--- src/rtl/xlat_pkg.sv ---
package xlat_pkg;

    localparam int AW        = 32;  // local and PCI address width
    localparam int MIN_LG    = 20;  // log2 of the smallest memory window
    localparam int HI_W      = AW - MIN_LG;
    localparam int SZ_CODES  = 12;  // legal size codes 0 .. SZ_CODES-1
    localparam int IO_LG     = 24;  // log2 of the fixed I/O window
    localparam int IO_HI_W   = AW - IO_LG;

    typedef enum logic [2:0] {
        CYC_IACK    = 3'd0,
        CYC_IO      = 3'd1,
        CYC_MEM     = 3'd3,
        CYC_CFG     = 3'd5,
        CYC_MEMMULT = 3'd6
    } cyc_e;

    typedef struct packed {
        logic            en;
        logic            pf;
        logic [3:0]      sz;
        logic [HI_W-1:0] base;
    } mem_base_t;

    typedef struct packed {
        logic [HI_W-1:0] hi;
        logic [2:0]      ctype;
        logic            adlow;
    } mem_map_t;

    typedef struct packed {
        logic               en;
        logic [IO_HI_W-1:0] base;
    } io_base_t;

    typedef logic [IO_HI_W-1:0] io_map_t;

    typedef struct packed {
        logic          hit;
        logic [AW-1:0] addr;
        logic [2:0]    ctype;
        logic          pf;
    } xlat_res_t;

    // Ones on the high-address bits a window of size code sz compares.
    function automatic logic [HI_W-1:0] hi_mask(input logic [3:0] sz);
        return {HI_W{1'b1}} << sz;
    endfunction

    function automatic logic size_legal(input logic [3:0] sz);
        return sz < 4'(SZ_CODES);
    endfunction

endpackage

--- src/rtl/xlat_win_regs.sv ---
module xlat_win_regs
    import xlat_pkg::*;
#(
    parameter int N_MEM_WIN = 2,
    parameter int SEL_W     = 3
) (
    input  logic             clk,
    input  logic             rst,
    input  logic             wr_en,
    input  logic [SEL_W-1:0] wr_sel,
    input  logic [AW-1:0]    wr_data,
    output mem_base_t        mem_base [N_MEM_WIN],
    output mem_map_t         mem_map  [N_MEM_WIN],
    output io_base_t         io_base,
    output io_map_t          io_map
);

    localparam int IO_BASE_SEL = 2 * N_MEM_WIN;
    localparam int IO_MAP_SEL  = 2 * N_MEM_WIN + 1;

    // Bits no register field takes.
    logic unused_wr_mid;
    assign unused_wr_mid = ^wr_data[MIN_LG-1:16];

    for (genvar w = 0; w < N_MEM_WIN; w++) begin : g_mem
        always_ff @(posedge clk) begin
            if (rst) begin
                mem_base[w] <= '0;
            end else if (wr_en && wr_sel == SEL_W'(2 * w)) begin
                mem_base[w] <= '{en:   wr_data[0],
                                 pf:   wr_data[3],
                                 sz:   wr_data[7:4],
                                 base: wr_data[AW-1:MIN_LG]};
            end
        end

        always_ff @(posedge clk) begin
            if (rst) begin
                mem_map[w] <= '0;
            end else if (wr_en && wr_sel == SEL_W'(2 * w + 1)) begin
                mem_map[w] <= '{hi:    wr_data[15:4],
                                ctype: wr_data[3:1],
                                adlow: wr_data[0]};
            end
        end
    end

    always_ff @(posedge clk) begin
        if (rst) begin
            io_base <= '0;
            io_map  <= '0;
        end else if (wr_en) begin
            if (wr_sel == SEL_W'(IO_BASE_SEL)) begin
                io_base <= '{en: wr_data[0], base: wr_data[15:8]};
            end
            if (wr_sel == SEL_W'(IO_MAP_SEL)) begin
                io_map <= wr_data[15:8];
            end
        end
    end

endmodule

--- src/rtl/xlat_mem_win.sv ---
module xlat_mem_win
    import xlat_pkg::*;
(
    input  logic [AW-1:0] addr,
    input  mem_base_t     base,
    input  mem_map_t      map,
    output xlat_res_t     res
);

    logic [HI_W-1:0] mask;
    logic [HI_W-1:0] addr_hi;
    logic            match;
    logic [HI_W-1:0] new_hi;

    assign addr_hi = addr[AW-1:MIN_LG];
    assign mask    = hi_mask(base.sz);
    assign match   = base.en && size_legal(base.sz)
                     && (((addr_hi ^ base.base) & mask) == '0);
    assign new_hi  = (map.hi & mask) | (addr_hi & ~mask);

    always_comb begin
        res = '0;
        if (match) begin
            res.hit   = 1'b1;
            res.addr  = {new_hi, addr[MIN_LG-1:2],
                         (map.adlow ? addr[1:0] : 2'b00)};
            res.ctype = map.ctype;
            res.pf    = base.pf;
        end
    end

endmodule

--- src/rtl/xlat_io_win.sv ---
module xlat_io_win
    import xlat_pkg::*;
(
    input  logic [AW-1:0] addr,
    input  io_base_t      base,
    input  io_map_t       map,
    output xlat_res_t     res
);

    logic match;
    assign match = base.en && (addr[AW-1:IO_LG] == base.base);

    always_comb begin
        res = '0;
        if (match) begin
            res.hit   = 1'b1;
            res.addr  = {map, addr[IO_LG-1:0]};
            res.ctype = CYC_IO;
            res.pf    = 1'b0;
        end
    end

endmodule

--- src/rtl/xlat_prio_sel.sv ---
module xlat_prio_sel
    import xlat_pkg::*;
#(
    parameter int NW    = 3,
    parameter int IDX_W = 2
) (
    input  xlat_res_t        cand [NW],
    output xlat_res_t        win_res,
    output logic [IDX_W-1:0] win_idx
);

    // Scan from the top down so the lowest matching index is written last.
    always_comb begin
        win_res = '0;
        win_idx = '0;
        for (int i = NW - 1; i >= 0; i--) begin
            if (cand[i].hit) begin
                win_res = cand[i];
                win_idx = IDX_W'(i);
            end
        end
    end

endmodule

--- src/rtl/addr_window_xlate.sv ---
module addr_window_xlate
    import xlat_pkg::*;
#(
    parameter  int N_MEM_WIN = 2,
    localparam int SEL_W     = $clog2(2 * N_MEM_WIN + 2),
    localparam int IDX_W     = $clog2(N_MEM_WIN + 1)
) (
    input  logic             clk,
    input  logic             rst,
    input  logic             wr_en,
    input  logic [SEL_W-1:0] wr_sel,
    input  logic [31:0]      wr_data,
    input  logic [31:0]      lb_addr,
    output logic             xl_hit,
    output logic [IDX_W-1:0] xl_win,
    output logic [31:0]      xl_addr,
    output logic [2:0]       xl_ctype,
    output logic             xl_prefetch
);

    localparam int NW = N_MEM_WIN + 1;

    mem_base_t mem_base [N_MEM_WIN];
    mem_map_t  mem_map  [N_MEM_WIN];
    io_base_t  io_base;
    io_map_t   io_map;
    xlat_res_t cand     [NW];
    xlat_res_t win_res;

    xlat_win_regs #(
        .N_MEM_WIN (N_MEM_WIN),
        .SEL_W     (SEL_W)
    ) u_regs (
        .clk      (clk),
        .rst      (rst),
        .wr_en    (wr_en),
        .wr_sel   (wr_sel),
        .wr_data  (wr_data),
        .mem_base (mem_base),
        .mem_map  (mem_map),
        .io_base  (io_base),
        .io_map   (io_map)
    );

    for (genvar w = 0; w < N_MEM_WIN; w++) begin : g_mwin
        xlat_mem_win u_mwin (
            .addr (lb_addr),
            .base (mem_base[w]),
            .map  (mem_map[w]),
            .res  (cand[w])
        );
    end

    xlat_io_win u_iowin (
        .addr (lb_addr),
        .base (io_base),
        .map  (io_map),
        .res  (cand[N_MEM_WIN])
    );

    xlat_prio_sel #(
        .NW    (NW),
        .IDX_W (IDX_W)
    ) u_prio (
        .cand    (cand),
        .win_res (win_res),
        .win_idx (xl_win)
    );

    assign xl_hit      = win_res.hit;
    assign xl_addr     = win_res.addr;
    assign xl_ctype    = win_res.ctype;
    assign xl_prefetch = win_res.pf;

endmodule

--- config.mk ---
export PLATFORM = sky130hd
export DESIGN_NAME = addr_window_xlate
export DESIGN_NICKNAME = d
export VERILOG_FILES = /design/src/rtl/xlat_pkg.sv /design/src/rtl/xlat_win_regs.sv /design/src/rtl/xlat_mem_win.sv /design/src/rtl/xlat_io_win.sv /design/src/rtl/xlat_prio_sel.sv /design/src/rtl/addr_window_xlate.sv
export SDC_FILE = /design/constraint.sdc
export NUM_CORES = 1
export LEC_CHECK = 0
export ABC_AREA = 0
export BUFFER_PORTS_ARGS = -buffer_cell sky130_fd_sc_hd__clkbuf_2
export CORE_MARGIN = 1
export CORE_UTILIZATION = 25
export DETAILED_ROUTE_END_ITERATION = 16
export SYNTH_ARGS = -nofsm -noshare
export SYNTH_HDL_FRONTEND = slang
export SYNTH_SLANG_ARGS = --single-unit
--- constraint.sdc ---
create_clock -name clk -period 3.1 [get_ports clk]
set_clock_uncertainty 0.05 [all_clocks]
set_input_delay 0.62 -clock clk [delete_from_list [all_inputs] [get_ports clk]]
set_output_delay 0.62 -clock clk [all_outputs]
set_load 0.005 [all_outputs]
==> impl_metrics.tcl <==
set metrics [dict create \
    outcome "finished clean" \
    synth_nets 693 \
    drt_iter0_drc 325 \
    die_y_um 137.8 \
    hold_class "flop to flop" \
    grt_pass1_wl_um 24540 \
    final_common_cell "nand2_1" \
    rsz0062_at_grt "true" \
    avgSynthCellArea_um2 7.405 \
    yosysTopAreaCell "dfxtp_1" \
    ys_seq_area_share_pct 36.89 \
    slowest_delay_ns 0.54 \
    max_freq_mhz 329.6 \
    syn2layout_area_growth_pct 29.54 \
    port_buffers 104 \
    grt_usage_pct 17.36 \
    synth_edf_count 0 \
    slew_violations 0 \
    routabilityCongestion 0.8373 \
    vias_per_cell 5.028 \
    final_cell_mix "nand2_1, clkbuf_2, a21oi_1" \
    drc 0 \
    crit_path_end_kind "primary output" \
    critPathMaxFanout 4 \
    reg2reg_from "u_regs.mem_base[32]" \
    routed_wl_um 16210 \
    drive_gt1_share_pct 27.15 \
    yosys.area.top_type_share_pct 36.89 \
    postRouteAntennaNets 0 \
    row_count 49 \
    tightestPinTransition_ns 0.7245 \
    p_leak_nw 2.348 \
    synth_area_um2 4613 \
    async_flop_share_pct 0 \
    final_net_count 809 \
    diodes 0 \
    synth-adder-area-share_pct 0 \
    design.core.area_um2 18020 \
    crit_path_top_delay_cell "or4_4" \
    clkTransAtPathRegs_ns 0.06 \
    finalHoldViolations 0 \
    hold_ws_ns 0.4048 \
    setup_tns_ns 0 \
    n_fill_cell 1958 \
    yosys_register_bits 85 \
    drt_first_pass_iters 5 \
    p_per_area_nw_per_um2 414.7 \
    yosys-top-cells-area "dfxtp_1, nand2_1, a21oi_1" \
    crit_arrival_ns 2.36 \
    vias 4892 \
    path_class "flop to primary output" \
    synth_compound_area_share_pct 21.51 \
    final_util_pct 33.15 \
    finalNonFillerCells 973 \
    synth.area.mux_share_pct 5.940 \
    required_ns 2.43 \
    root_buffer "clkbuf_16" \
    htree_levels 3 \
    cts_sinks 85 \
    ir_drop_v 0.0002427 \
    cts_tree "built" \
    die_x_um 137.8 \
    crit_start "u_regs.mem_base[15]" \
    ys_warn_count 0 \
    period_share_pct 97.88 \
    overflow 0 \
    ys.flop_type "dfxtp_1" \
    wl_per_cell_um 16.66 \
    slew_headroom_pct 51.58 \
    dp.final_hpwl_um 11730 \
    synth_xor_area_share_pct 6.075 \
    io_pins 109 \
    synth_top_family_by_area "simple AND/OR/NAND/NOR gates" \
    die_area_um2 19000 \
    synth-simple-area-share_pct 23.22 \
    grt_max_degree 86 \
    cap_viol_max_count 0 \
    finalSetupViolCount 0 \
    path_cells "or4_4, o2111a_1, nand4_1, buf_4, buf_6, o211ai_1, a31oi_1, buf_2" \
    placed_cells 951 \
    clockBufferDepth 2 \
    cp-start-kind "flop" \
    syn_inst 623 \
    grt_pass1_vias 4402 \
    synth.distinct_cells 44 \
    grt_antenna_before_repair 0 \
    min_period_ns 3.034 \
    cts_inserted_buffers 9 \
    insertion_delay_ns 0.34 \
    initial_core_util_pct 25.59 \
    worstHoldStart "u_regs.mem_map[4]" \
]
-- Yosys cell counts, types with 7 or more instances --
library cell  instances
nand2_1             183
a21oi_1              90
dfxtp_1              85
a31oi_1              36
clkbuf_1             25
inv_1                24
nand3_1              21
mux2_2               19
xnor2_1              18
xor2_1               14
nor4_1               13
o211ai_1             13
nor2_1               10
buf_2                 7
buf_4                 7
-- metal layers --
metal / track usage [%] / share of wire [%] / vias up
met5: 0 / 0 / -
met4: 3.986 / 0.89 / 0
met3: 4.194 / 7.4 / 15
met2: 28.56 / 47 / 170
met1: 22.69 / 45 / 2310
li1: - / - / 2397
-- what timing repair did --
action	4_1_cts	5_1_grt
resized for setup	9	22
buffers inserted	2	3
endpoints found under the setup margin	38	32
cloned	0	1
pin swaps	2	13
hold buffers	0	0
-- power breakdown --
part / internal (mW) / leakage, nW / total [mW] / switching [mW]
registers: 1.11 / 0.691 / 1.13 / 0.0173
logic: 0.107 / 1.51 / 0.267 / 0.160
clock network: 0.644 / 0.143 / 1.08 / 0.436
total: 1.87 / 2.35 / 2.48 / 0.613
-- state kept, by name, indices dropped and copies added, names as in the netlist --
name	cells
u_regs.io_map	8
u_regs.mem_base	36
u_regs.io_base	9
u_regs.mem_map	32
-- cell families (layout without fill, tap and decap cells) --
logic type	after synthesis	in the layout
and+or+nand+nor	251	251
AOI/OAI and AO/OA	165	165
DFF	85	85
buffers and inverters	65	186
xor gates and xnor gates	32	32
muxes	25	25
-- area by class of cell --
type / count / area [um2] / area share, %
multi-input combinational: 473 / 2691 / 45.04
sequential: 85 / 1714 / 28.69
timing repair buffer: 146 / 899.6 / 15.05
tap: 229 / 286.5 / 4.795
clock buffer: 12 / 246.5 / 4.125
inverter: 24 / 90.09 / 1.508
clock inverter: 4 / 47.55 / 0.7956
-- metrics by stage --
step / setup WS [ns] / total power [mW] / area [um2]
after floorplan: 0.2844 / 1.283 / 4613
after CTS: 0.007596 / 2.499 / 5867
after detailed placement: 0.03947 / 1.415 / 5534
final: 0.06578 / 2.478 / 5976
after global routing: -0.04628 / 2.578 / 5976
after global placement: 0.02395 / 1.412 / 5534
-- worst max-delay path: cells and delay by family (launching register included) --
kind / cells / cell delay [ns]
AO/OA/AOI/OAI: 3 / 0.58
flip-flops: 1 / 0.32
AND/OR/NAND/NOR: 2 / 0.71
buffers and inverters: 3 / 0.42
-- path summary, 6_finish.rpt --
check,to,slack [ns],cells past startpoint
setup / recovery,xl_addr[25],0.07,8
setup reg to reg,u_regs.mem_base[32],2.10,3
hold / removal,u_regs.mem_map[4],0.40,2
hold reg to reg,u_regs.mem_map[4],0.40,2
(Power assumes the default switching activity.)
